===== src/rtl/irb_pkg.sv =====
package irb_pkg;

    localparam int PC_W    = 32;
    localparam int XLEN    = 32;
    localparam int ENTRIES = 32;
    localparam int OFS_W   = 2;
    localparam int IDX_W   = $clog2(ENTRIES);
    localparam int TAG_W   = PC_W - IDX_W - OFS_W;

    typedef logic [PC_W-1:0]  pc_t;
    typedef logic [XLEN-1:0]  word_t;
    typedef logic [IDX_W-1:0] idx_t;
    typedef logic [TAG_W-1:0] tag_t;

    typedef struct packed {
        tag_t  tag;
        word_t insn;
        word_t src_a;
        word_t src_b;
        word_t result;
    } slot_t;

    typedef struct packed {
        logic  valid;
        pc_t   pc;
        word_t insn;
        word_t src_a;
        word_t src_b;
        logic  rdy_a;
        logic  rdy_b;
    } probe_t;

    typedef struct packed {
        logic  valid;
        pc_t   pc;
        word_t insn;
        word_t src_a;
        word_t src_b;
        word_t result;
    } record_t;

    typedef struct packed {
        logic  hit;
        word_t result;
    } reply_t;

    function automatic idx_t pc_index(input pc_t pc);
        return pc[OFS_W +: IDX_W];
    endfunction

    function automatic tag_t pc_tag(input pc_t pc);
        return pc[PC_W-1 -: TAG_W];
    endfunction

endpackage


===== src/rtl/irb_store.sv =====
module irb_store
    import irb_pkg::*;
(
    input  logic               clk,
    input  logic               rst,
    input  logic               flush,
    input  logic               wr_en,
    input  idx_t               wr_idx,
    input  slot_t              wr_slot,
    input  idx_t               rd_idx,
    output slot_t              rd_slot,
    output logic               rd_live,
    output logic [ENTRIES-1:0] live_vec
);

    slot_t              slots [ENTRIES];
    logic [ENTRIES-1:0] live_q;

    for (genvar i = 0; i < ENTRIES; i++) begin : g_slot
        logic sel;
        assign sel = wr_en && (wr_idx == idx_t'(i));

        always_ff @(posedge clk) begin
            if (rst || flush) begin
                live_q[i] <= 1'b0;
            end else if (sel) begin
                live_q[i] <= 1'b1;
            end
        end

        always_ff @(posedge clk) begin
            if (sel && !flush) begin
                slots[i] <= wr_slot;
            end
        end
    end

    assign rd_slot  = slots[rd_idx];
    assign rd_live  = live_q[rd_idx];
    assign live_vec = live_q;

endmodule


===== src/rtl/irb_match.sv =====
module irb_match
    import irb_pkg::*;
(
    input  probe_t probe,
    input  slot_t  slot,
    input  logic   slot_live,
    output reply_t reply
);

    localparam int N_TERMS = 7;

    logic [N_TERMS-1:0] terms;

    always_comb begin
        terms[0] = probe.valid;
        terms[1] = slot_live;
        terms[2] = (slot.tag == pc_tag(probe.pc));
        terms[3] = (slot.insn == probe.insn);
        terms[4] = (slot.src_a == probe.src_a);
        terms[5] = (slot.src_b == probe.src_b);
        terms[6] = probe.rdy_a && probe.rdy_b;
    end

    always_comb begin
        reply.hit    = &terms;
        reply.result = reply.hit ? slot.result : '0;
    end

endmodule


===== src/rtl/irb_reply_reg.sv =====
module irb_reply_reg
    import irb_pkg::*;
(
    input  logic   clk,
    input  logic   rst,
    input  reply_t d,
    output reply_t q
);

    always_ff @(posedge clk) begin
        if (rst) begin
            q <= '0;
        end else begin
            q <= d;
        end
    end

endmodule


===== src/rtl/instruction_reuse_buffer.sv =====
module instruction_reuse_buffer
    import irb_pkg::*;
(
    input  logic        clk,
    input  logic        rst,
    input  logic        flush,
    input  logic        lk_valid,
    input  logic [31:0] lk_pc,
    input  logic [31:0] lk_insn,
    input  logic [31:0] lk_src_a,
    input  logic [31:0] lk_src_b,
    input  logic        lk_rdy_a,
    input  logic        lk_rdy_b,
    input  logic        ins_valid,
    input  logic [31:0] ins_pc,
    input  logic [31:0] ins_insn,
    input  logic [31:0] ins_src_a,
    input  logic [31:0] ins_src_b,
    input  logic [31:0] ins_result,
    output logic        rs_hit,
    output logic [31:0] rs_result
);

    probe_t             probe;
    record_t            rec;
    slot_t              wr_slot;
    slot_t              rd_slot;
    logic               rd_live;
    logic [ENTRIES-1:0] entry_live;
    reply_t             reply_d;
    reply_t             reply_q;

    always_comb begin
        probe.valid = lk_valid;
        probe.pc    = lk_pc;
        probe.insn  = lk_insn;
        probe.src_a = lk_src_a;
        probe.src_b = lk_src_b;
        probe.rdy_a = lk_rdy_a;
        probe.rdy_b = lk_rdy_b;

        rec.valid  = ins_valid;
        rec.pc     = ins_pc;
        rec.insn   = ins_insn;
        rec.src_a  = ins_src_a;
        rec.src_b  = ins_src_b;
        rec.result = ins_result;

        wr_slot.tag    = pc_tag(rec.pc);
        wr_slot.insn   = rec.insn;
        wr_slot.src_a  = rec.src_a;
        wr_slot.src_b  = rec.src_b;
        wr_slot.result = rec.result;
    end

    irb_store u_store (
        .clk      (clk),
        .rst      (rst),
        .flush    (flush),
        .wr_en    (rec.valid),
        .wr_idx   (pc_index(rec.pc)),
        .wr_slot  (wr_slot),
        .rd_idx   (pc_index(probe.pc)),
        .rd_slot  (rd_slot),
        .rd_live  (rd_live),
        .live_vec (entry_live)
    );

    irb_match u_match (
        .probe     (probe),
        .slot      (rd_slot),
        .slot_live (rd_live),
        .reply     (reply_d)
    );

    irb_reply_reg u_reply (
        .clk (clk),
        .rst (rst),
        .d   (reply_d),
        .q   (reply_q)
    );

    assign rs_hit    = reply_q.hit;
    assign rs_result = reply_q.result;

endmodule


===== config.mk =====
export PLATFORM = sky130hd
export DESIGN_NAME = instruction_reuse_buffer
export DESIGN_NICKNAME = d
export VERILOG_FILES = /design/src/rtl/irb_pkg.sv /design/src/rtl/irb_store.sv /design/src/rtl/irb_match.sv /design/src/rtl/irb_reply_reg.sv /design/src/rtl/instruction_reuse_buffer.sv
export SDC_FILE = /design/constraint.sdc
export NUM_CORES = 2
export LEC_CHECK = 0
export BUFFER_PORTS_ARGS = -buffer_cell sky130_fd_sc_hd__buf_2
export CORE_MARGIN = 2
export CORE_UTILIZATION = 30
export DETAILED_ROUTE_END_ITERATION = 10
export HOLD_SLACK_MARGIN = 0.06
export PLACE_DENSITY = 0.53
export SLEW_MARGIN = 20
export SYNTH_ARGS = -nofsm -noshare
export SYNTH_HDL_FRONTEND = slang
export SYNTH_MEMORY_MAX_BITS = 65536
export SYNTH_SLANG_ARGS = --single-unit

===== constraint.sdc =====
create_clock -name clk -period 10.5 [get_ports clk]
set_clock_uncertainty 0.15 [all_clocks]
set_input_delay 2.1 -clock clk [delete_from_list [all_inputs] [get_ports clk]]
set_output_delay 2.1 -clock clk [all_outputs]
set_load 0.01 [all_outputs]

==> summary.md <==
| Metric | Value |
|---|---|
| Status | `finished clean` |
| Overall Global Routing Usage | `between 10% and 20%` |
| Initial Util | `approximately 30%` |
| CP Capture Type | `register` |
| CTS H-Tree Depth | `5` |
| Critical path type | `in -> reg` |
| Ys Warns | `0` |
| CP Max Fanout | `35` |
| Postcts setup bufs | `0` |
| Post-Route WL | `slightly above 600000 um` |
| Count of final setup violators | `0` |
| Fin. Hold Viols | `0` |
| Port Buffers | `~320` |
| CTS Buf Count | `roughly 470` |
| # hold bufs at CTS | `0` |
| Area grow syn2layout | `14.2%` |
| Initial antenna violation count | `about 190` |
| Register area share after synthesis | `77.6%` |
| Yosys cell types | `79` |
| CTS tree | `done` |
| Top cells by area, synth | `edfxtp_1 (77%), mux4_2 (13%), mux2i_1 (2.8%)` |
| First-pass GRT wire length | `~830000 um` |
| Remaining antenna violation count | `0` |
| Clk Latency, worst-skew pair | `1070 ps` |
| Drt initial violations | `~13000` |
| Hpwl dp | `339000 um` |
| Die X | `around 800 um` |
| Post-synth EDFFs | `roughly 4900` |
| Async S/R FF share, synth | `0%` |
| Drt drc | `0` |
| Yosys reg bits | `~5000` |
| Pre-antenna DRT Iters | `6` |
| R2R Setup Slk | `between 5000 and 6000 ps` |
| NumNets Final | `~9500` |
| PwrDens | `around 190 mW/mm^2` |
| Hold WC Path Type | `reg -> reg` |
| CTS sink count | `about 5000` |
| Syn Area/Cell | `22.2 um^2` |
| Complex-gate fraction of the synthesized area | `approximately 2.7%` |
| WP data required | `about 11000 ps` |
| Top FF cell, synth | `edfxtp_1` |
| Post-synthesis mux area share | `between 10% and 20%` |
| Critical path startpoint category | `input pin` |
| Wirelength per Cell | `around 34 um` |
| Synth Area in XOR/XNOR | `less than 1%` |
| Maximum vdd ir drop | `~0.16 mV` |
| Simple-gate share of the synthesized area | `1.83%` |
| Largest family of logic cells by synthesized area | `multiplexers` |
| Clk slew on worst S/H paths | `~60 ps` |
| Vias | `97700` |
| Grt ovf | `0` |
| Share of layout cells above drive strength 1 | `between 20% and 30%` |
| Leakage power | `67.8 nW` |
| Core Box Area | `0.636 mm^2` |
| CTS root buf | `clkbuf_16` |
| Max-Cap Viols | `0` |
| RSZ-0062 raised after global routing | `no` |
| Slew headroom | `between 10% and 20%` |
| Vias per Instance | `5.41` |
| Die area | `0.644 mm^2` |
| Commonest cells in the netlist | `edfxtp_1 (4896), mux4_2 (1081), mux2i_1 (544), nand2_1 (230), a22oi_1 (188)` |
| Fin crit period | `around 7100 ps` |
| Final core utilization | `roughly a third` |
| Synth Cell Area | `between 0.15 and 0.2 mm^2` |
| Syn_nets | `8918` |
| FP Rows | `293` |
| DP Area | `around 0.2 mm^2` |
| Pin count of the biggest net entering global routing | `between 100 and 150` |
| Vias in the first global route | `~96000` |
| Post-CTS sizing | `0` |
| Worst-Margin Slew | `about 1200 ps` |
| Fmax | `about 140 MHz` |
| Post-route cell area | `between 0.2 and 0.25 mm^2` |
| Adder-Cell Fraction of Synth Area | `0%` |
| Final slew viol count | `0` |
| Final period util | `67.8%` |
| Die Ht | `about 800 um` |
| Post-synth top area cell | `edfxtp_1` |
| Top-count cell post-synth | `edfxtp_1` |
| Post-synthesis cell count | `8623` |
| Setup TNS | `0 ps` |
| Maximum root-to-sink buffer count | `4` |
| Synth top area share | `roughly three quarters` |
| Placer Congestion | `slightly below 0.8` |
| Arr. time, crit path | `roughly 7900 ps` |
| I/O Pins | `about 330` |
power breakdown:
group | internal [mW] | switching, mW | total, mW | leakage, nW
clock | 8.99 | 7.44 | 16.4 | 7.13
sequential | 21.9 | 0.0300 | 21.9 | 44.6
combinational | 0.751 | 1.45 | 2.20 | 16.1
total | 31.6 | 8.93 | 40.6 | 67.8
per-layer routing:
layer  up-vias  wire length (um)  global-route usage (%)
met5         -               362                       0
met4        54             16900                    4.38
met3       988             59000                    4.47
met2      4965            295000                    30.3
met1     53900            252000                    25.3
li1      37900                 -                       -
worst max-delay path, stage by stage:
cell and delay [ps]:
buf_6 460, buf_4 520, nand2b_2 650, buf_4 460
nor3_1 80, or3_1 420, o31a_1 410, nor4_1 850
nand4_1 190, nor4_1 440, buf_4 230, nand4_4 90
buf_4 310, nor4_2 330
layout make-up:
type | instances | area (um^2)
multi-input combinational | 3167 | 40300
clock inverter | 268 | 2200
inverter | 14 | 72.6
timing repair buffer | 583 | 4340
clock buffer | 593 | 12400
tap | 8407 | 10500
sequential | 4961 | 148000
antenna | 78 | 195
fill | 58900 | 417000
final timing paths:
path,startpoint,to,cells past startpoint
worst max-delay path,lk_pc[6],u_reply.q[27],14
worst min-delay path,u_store.live_vec[23],u_store.live_vec[23],2
worst max register to register,u_store.slots[6][91],u_reply.q[27],10
worst min register to register,u_store.live_vec[23],u_store.live_vec[23],2
cell families after synthesis:
| group | Yosys count |
|---|---|
| compound gates | 716 |
| xor+xnor | 77 |
| simple gates | 674 |
| flops | 4961 |
| buf+inv | 495 |
| mux | 1700 |
registers in the layout, summed over array words and instances, names as in the netlist:
name / flops
u_reply.q: 33
u_store.live_vec: 32
u_store.slots: 4896
cell usage in the layout (no fill, tap or decap), types with 77 or more instances in the layout:
master,count
a21oi_1,106
a22oi_1,188
buf_2,319
buf_4,201
clkbuf_1,112
clkbuf_16,475
clkinv_1,132
clkinv_2,77
diode_2,78
edfxtp_1,4896
mux2i_1,543
mux4_2,1081
nand2_1,228
nand3_1,97
nor2_1,85
o22ai_1,129
metrics by stage:
step	power (mW)	worst slack, ps	std cells	hold slack, ps
2_1_floorplan	23.5	214	8623	281
3_3_place_gp	24.5	2360	17100	292
3_5_place_dp	24.5	2400	17100	314
4_1_cts	40.8	3520	18000	328
5_1_grt	41.7	3210	18000	360
6_report	40.6	3380	18100	326
(Power assumes the default switching activity.)
